**src/rtl/eth_irq_pkg.sv**
```systemverilog
package eth_irq_pkg;
  localparam int NUM_SRC   = 7;
  localparam int DATA_W    = 32;
  localparam int ADDR_W    = 8;
  localparam int TXERR_BIT = 1;

  localparam logic [ADDR_W-1:0] OFFS_STATUS = 8'h00;
  localparam logic [ADDR_W-1:0] OFFS_MASK   = 8'h04;

  typedef enum logic [1:0] {
    SEL_NONE   = 2'd0,
    SEL_STATUS = 2'd1,
    SEL_MASK   = 2'd2
  } reg_sel_e;
endpackage

```
**src/rtl/eth_irq_status.sv**
```systemverilog
module eth_irq_status #(
  parameter int NUM_SRC = 7
) (
  input  logic               clk,
  input  logic               rst_n,
  input  logic [NUM_SRC-1:0] set_i,
  input  logic               clr_en_i,
  input  logic [NUM_SRC-1:0] clr_bits_i,
  output logic [NUM_SRC-1:0] status_o
);
  logic [NUM_SRC-1:0] status_q;
  logic [NUM_SRC-1:0] status_d;
  logic [NUM_SRC-1:0] bit_en;

  for (genvar b = 0; b < NUM_SRC; b++) begin : g_bit
    logic clr_b;
    always_comb begin
      clr_b       = clr_en_i & clr_bits_i[b];
      // set dominates a simultaneous clear
      status_d[b] = set_i[b] | (status_q[b] & ~clr_b);
      bit_en[b]   = set_i[b] | clr_b;
    end

    always_ff @(posedge clk or negedge rst_n) begin
      if (!rst_n) begin
        status_q[b] <= 1'b0;
      end else if (bit_en[b]) begin
        status_q[b] <= status_d[b];
      end
    end
  end

  assign status_o = status_q;
endmodule

```
**src/rtl/eth_irq_mask.sv**
```systemverilog
module eth_irq_mask #(
  parameter int NUM_SRC = 7
) (
  input  logic               clk,
  input  logic               rst_n,
  input  logic               wr_en_i,
  input  logic [NUM_SRC-1:0] wdata_i,
  output logic [NUM_SRC-1:0] mask_o
);
  localparam logic [NUM_SRC-1:0] MASK_RST = {NUM_SRC{1'b1}};

  logic [NUM_SRC-1:0] mask_q;
  logic [NUM_SRC-1:0] mask_d;

  always_comb begin
    mask_d = mask_q;
    if (wr_en_i) mask_d = wdata_i;
  end

  always_ff @(posedge clk or negedge rst_n) begin
    if (!rst_n) begin
      mask_q <= MASK_RST;
    end else if (wr_en_i) begin
      mask_q <= mask_d;
    end
  end

  assign mask_o = mask_q;
endmodule

```
**src/rtl/eth_irq_out.sv**
```systemverilog
module eth_irq_out #(
  parameter int NUM_SRC = 7
) (
  input  logic               clk,
  input  logic               rst_n,
  input  logic [NUM_SRC-1:0] status_i,
  input  logic [NUM_SRC-1:0] mask_i,
  input  logic               txerr_ack_i,
  output logic               irq_o,
  output logic               txf_rst_o
);
  logic irq_q, irq_d;
  logic strobe_q, strobe_d;

  always_comb begin
    irq_d    = |(status_i & mask_i);
    strobe_d = txerr_ack_i;
  end

  always_ff @(posedge clk or negedge rst_n) begin
    if (!rst_n) begin
      irq_q    <= 1'b0;
      strobe_q <= 1'b0;
    end else begin
      irq_q    <= irq_d;
      strobe_q <= strobe_d;
    end
  end

  assign irq_o     = irq_q;
  assign txf_rst_o = strobe_q;
endmodule

```
**src/rtl/eth_irq_ctrl.sv**
```systemverilog
module eth_irq_ctrl
  import eth_irq_pkg::*;
#(
  parameter int NUM_SRC   = eth_irq_pkg::NUM_SRC,
  parameter int DATA_W    = eth_irq_pkg::DATA_W,
  parameter int ADDR_W    = eth_irq_pkg::ADDR_W,
  parameter int TXERR_BIT = eth_irq_pkg::TXERR_BIT
) (
  input  logic               clk,
  input  logic               rst_n,
  input  logic               bus_wr,
  input  logic [ADDR_W-1:0]  bus_addr,
  input  logic [DATA_W-1:0]  bus_wdata,
  output logic [DATA_W-1:0]  bus_rdata,
  input  logic [NUM_SRC-1:0] evt_i,
  output logic               irq_o,
  output logic               txf_rst_o
);
  localparam int PAD_W = DATA_W - NUM_SRC;

  reg_sel_e           sel;
  logic               ack_wr;
  logic               mask_wr;
  logic               txerr_ack;
  logic [NUM_SRC-1:0] status_q;
  logic [NUM_SRC-1:0] mask_q;

  always_comb begin
    if (bus_addr == OFFS_STATUS)    sel = SEL_STATUS;
    else if (bus_addr == OFFS_MASK) sel = SEL_MASK;
    else                            sel = SEL_NONE;
  end

  always_comb begin
    ack_wr    = bus_wr && (sel == SEL_STATUS);
    mask_wr   = bus_wr && (sel == SEL_MASK);
    txerr_ack = ack_wr && bus_wdata[TXERR_BIT];
  end

  eth_irq_status #(.NUM_SRC(NUM_SRC)) u_status (
    .clk       (clk),
    .rst_n     (rst_n),
    .set_i     (evt_i),
    .clr_en_i  (ack_wr),
    .clr_bits_i(bus_wdata[NUM_SRC-1:0]),
    .status_o  (status_q)
  );

  eth_irq_mask #(.NUM_SRC(NUM_SRC)) u_mask (
    .clk    (clk),
    .rst_n  (rst_n),
    .wr_en_i(mask_wr),
    .wdata_i(bus_wdata[NUM_SRC-1:0]),
    .mask_o (mask_q)
  );

  eth_irq_out #(.NUM_SRC(NUM_SRC)) u_out (
    .clk        (clk),
    .rst_n      (rst_n),
    .status_i   (status_q),
    .mask_i     (mask_q),
    .txerr_ack_i(txerr_ack),
    .irq_o      (irq_o),
    .txf_rst_o  (txf_rst_o)
  );

  always_comb begin
    unique case (sel)
      SEL_STATUS: bus_rdata = {{PAD_W{1'b0}}, status_q};
      SEL_MASK:   bus_rdata = {{PAD_W{1'b0}}, mask_q};
      default:    bus_rdata = '0;
    endcase
  end
endmodule

```
**config.mk**
```make
export PLATFORM = sky130hd
export DESIGN_NAME = eth_irq_ctrl
export DESIGN_NICKNAME = d
export VERILOG_FILES = /design/src/rtl/eth_irq_pkg.sv /design/src/rtl/eth_irq_status.sv /design/src/rtl/eth_irq_mask.sv /design/src/rtl/eth_irq_out.sv /design/src/rtl/eth_irq_ctrl.sv
export SDC_FILE = /design/constraint.sdc
export NUM_CORES = 1
export LEC_CHECK = 0
export BUFFER_PORTS_ARGS = -buffer_cell sky130_fd_sc_hd__buf_4
export CORE_MARGIN = 2
export CORE_UTILIZATION = 35
export DETAILED_ROUTE_END_ITERATION = 6
export PLACE_DENSITY = 0.76
export SLEW_MARGIN = 20
export SYNTH_ARGS = -nofsm -noshare
export SYNTH_HDL_FRONTEND = slang
export SYNTH_SLANG_ARGS = --single-unit
export TNS_END_PERCENT = 20
```
**constraint.sdc**
```tcl
create_clock -name clk -period 0.8 [get_ports clk]
set_input_delay 0.04 -clock clk [delete_from_list [all_inputs] [get_ports clk]]
set_output_delay 0.04 -clock clk [all_outputs]
set_load 0.05 [all_outputs]
```
==> metrics <==
total gr overflow 0; WS Path Type reg2out; Pleak 0.000711 µW; core area 2810 µm²; syn avg cell area 10.6 µm²; Clock Path Buffers 2; CTS root buf clkbuf_4; status complete, but fails checks; Post-Syn Area 1050 µm²; full die area around 3500 µm²; Final Total Pwr between 2000 and 2500 µW; sequential area share after synthesis 0.390; Synth area leaders dfrtp_1 (21%), buf_4 (18%), dfstp_2 (18%), mux2_4 (10%), nand3_1 (7.2%); initial DRC count 36; CP required between 0.7 and 0.8 ns; Final Max Slew Viols 0; Pwr Density 1270 nW/µm²; Synth Area in Simple Gates 0.199; worst skew pair latency 0.29 ns; Nets 210; dpl hpwl between 1.5 and 2 mm; final setup fails 17; Die Span X slightly below 60 µm; post-DR vias/cell 4.87; post-synthesis mux area share 0.100; 1st-pass router iterations 6; Post-Route WL about 2.6 mm; first-pass GRT wire length approximately 4.2 mm; top cell type's share of synthesized area 0.215; Worst Path Max Fanout 2; critical-path cell list nand3_1 > a21oi_4 > buf_6; CP max stage cell dfstp_2; xor/xnor cell area share of the yosys netlist 0; hold_ws about 0.13 ns; H-Tree Depth 1; Rows 19; DR vias ~930; Critical Path Source Type flop; setup_tns -3.96 ns; antenna viol nets, final 0; worst path bufs/invs 1; ANT cells 0; Worst VDD drop between 0.8 and 0.9 mV; crit-path max cell delay roughly 0.54 ns; All-Layer GR Usage 0.161; Worst path top cell family by delay flip-flops; antenna violations before repair 0; number of buffers created by CTS 3; HP Class in2async; DR WL/cell around 14 µm; fmax roughly 770 MHz; Clock Skews around 0.0024 ns; top cell type by total area after synthesis dfrtp_1; RSZ-0062 raised after global routing true; port buffer count 33; largest family of logic cells by synthesized area buffers and inverters; die height 58.8 µm; final hold viol count 0; violated checks DRC, setup timing; vias in the first global route between 900 and 1k; max-cap viol count 0; fin util 0.595; adder-cell share of the synthesized area 0; Starting Density 0.374; layout cell share with drive strength beyond 1 0.516; GP Congestion around 0.85; final worst setup slack -0.505 ns; post-synth cell types 21; DRC Markers 3; yosys warns 0; clk sinks 16; synthesized instance count 99; complex-gate fraction of the synthesized area 0.107; fin crit share 1.63; Synth Register Bits 16; Ports 84; setup slack, reg-to-reg -0.23 ns; TritonCTS clock tree done; clock-pin slew on the worst setup and hold paths about 0.10 ns; fin crit period between 1 and 1.5 ns; Critical Path AT 1.27 ns; largest net degree at the start of global routing 23; Worst setup EP type output pin; Area Overhead vs Synth 59.0%
flip-flops by register name, summed over array words and instances (netlist names):
signal             count
u_mask.mask_o          7
u_out.txf_rst_o        1
u_out.irq_o            1
u_status.status_o      7
synthesized netlist by cell type:
cell type	n
a21o_1	6
a21oi_1	7
a222oi_1	1
a22oi_1	2
and4_1	1
buf_2	3
buf_4	25
clkbuf_1	1
conb_1	1
dfrtp_1	9
dfstp_2	7
inv_1	1
mux2_4	7
nand3_1	15
nand3_4	1
nand4_1	6
nor3_2	1
nor3_4	1
nor3b_4	2
o21bai_1	1
or2_2	1
path summary, 6_finish.rpt:
kind                                       from              endpoint  cells past startpoint
setup reg to reg               u_mask.mask_o[4]           u_out.irq_o                      3
max in group asynchronous                 rst_n      u_mask.mask_o[0]                      2
setup / recovery               u_mask.mask_o[1]          bus_rdata[1]                      3
min in group clk                    bus_addr[7]       u_out.txf_rst_o                      4
hold reg to reg            u_status.status_o[6]  u_status.status_o[6]                      1
hold / removal                            rst_n  u_status.status_o[1]                      2
what timing repair did:
action / CTS / global route
setup endpoints to repair: 17 / 18
resized for setup: 13 / 5
hold endpoints to repair: 30 / 0
buffers inserted: 1 / 0
pin swaps: 1 / 1
hold buffers: 15 / 0
where the power goes:
group          internal, µW  total [µW]  switching [µW]
registers               852         872            19.8
logic                   242         700             458
clock network           277         547             270
total                  1370        2120             748
per-stage QoR:
| step | area (µm²) | setup WS, ns | std cells |
|---|---|---|---|
| after floorplan | 1230 | -0.210 | 123 |
| after global placement | 1400 | -0.309 | 170 |
| after detailed placement | 1400 | -0.355 | 170 |
| after CTS | 1650 | -0.514 | 190 |
| after global routing | 1670 | -0.565 | 190 |
| final | 1670 | -0.505 | 190 |
layout make-up:
class,instances,area (µm²)
inverters,1,3.75
well taps,31,38.8
multi-input cells,77,624
fillers,231,1140
clock buffers,4,36.3
flip-flops and latches,16,409
repair buffers,61,557
cells by family (layout without fill, tap and decap cells):
| kind of cell | count (synthesis) | count (layout) |
|---|---|---|
| other cells | 1 | 25 |
| buf+inv | 30 | 66 |
| flops | 16 | 16 |
| mux | 7 | 7 |
| simple gates | 28 | 28 |
| compound gates | 17 | 17 |
layer usage:
metal | vias to the layer above | track usage | routed length (µm)
met2 | 56 | 0.298 | 1380
met5 | - | 0 | 0
met3 | 4 | 0.0286 | 214
li1 | 428 | - | -
met1 | 437 | 0.183 | 955
met4 | 0 | 0.0552 | 35
layout by cell type (no fill, tap or decap):
cell	instances
nor3_4	1
nand3_2	5
a21o_1	6
a222oi_1	1
buf_6	9
mux2_4	7
buf_12	1
nand3_1	10
nand3_4	1
and4_1	1
nor3b_4	2
a22oi_1	2
clkbuf_8	1
dfstp_2	7
clkbuf_4	3
nor3_2	1
inv_1	1
or2_2	1
dfrtp_1	9
conb_1	25
buf_4	34
dlygate4sd3_1	15
buf_8	2
nand4_1	6
a21oi_4	7
o21bai_1	1
No activity file was read; power rests on OpenSTA's default activity.
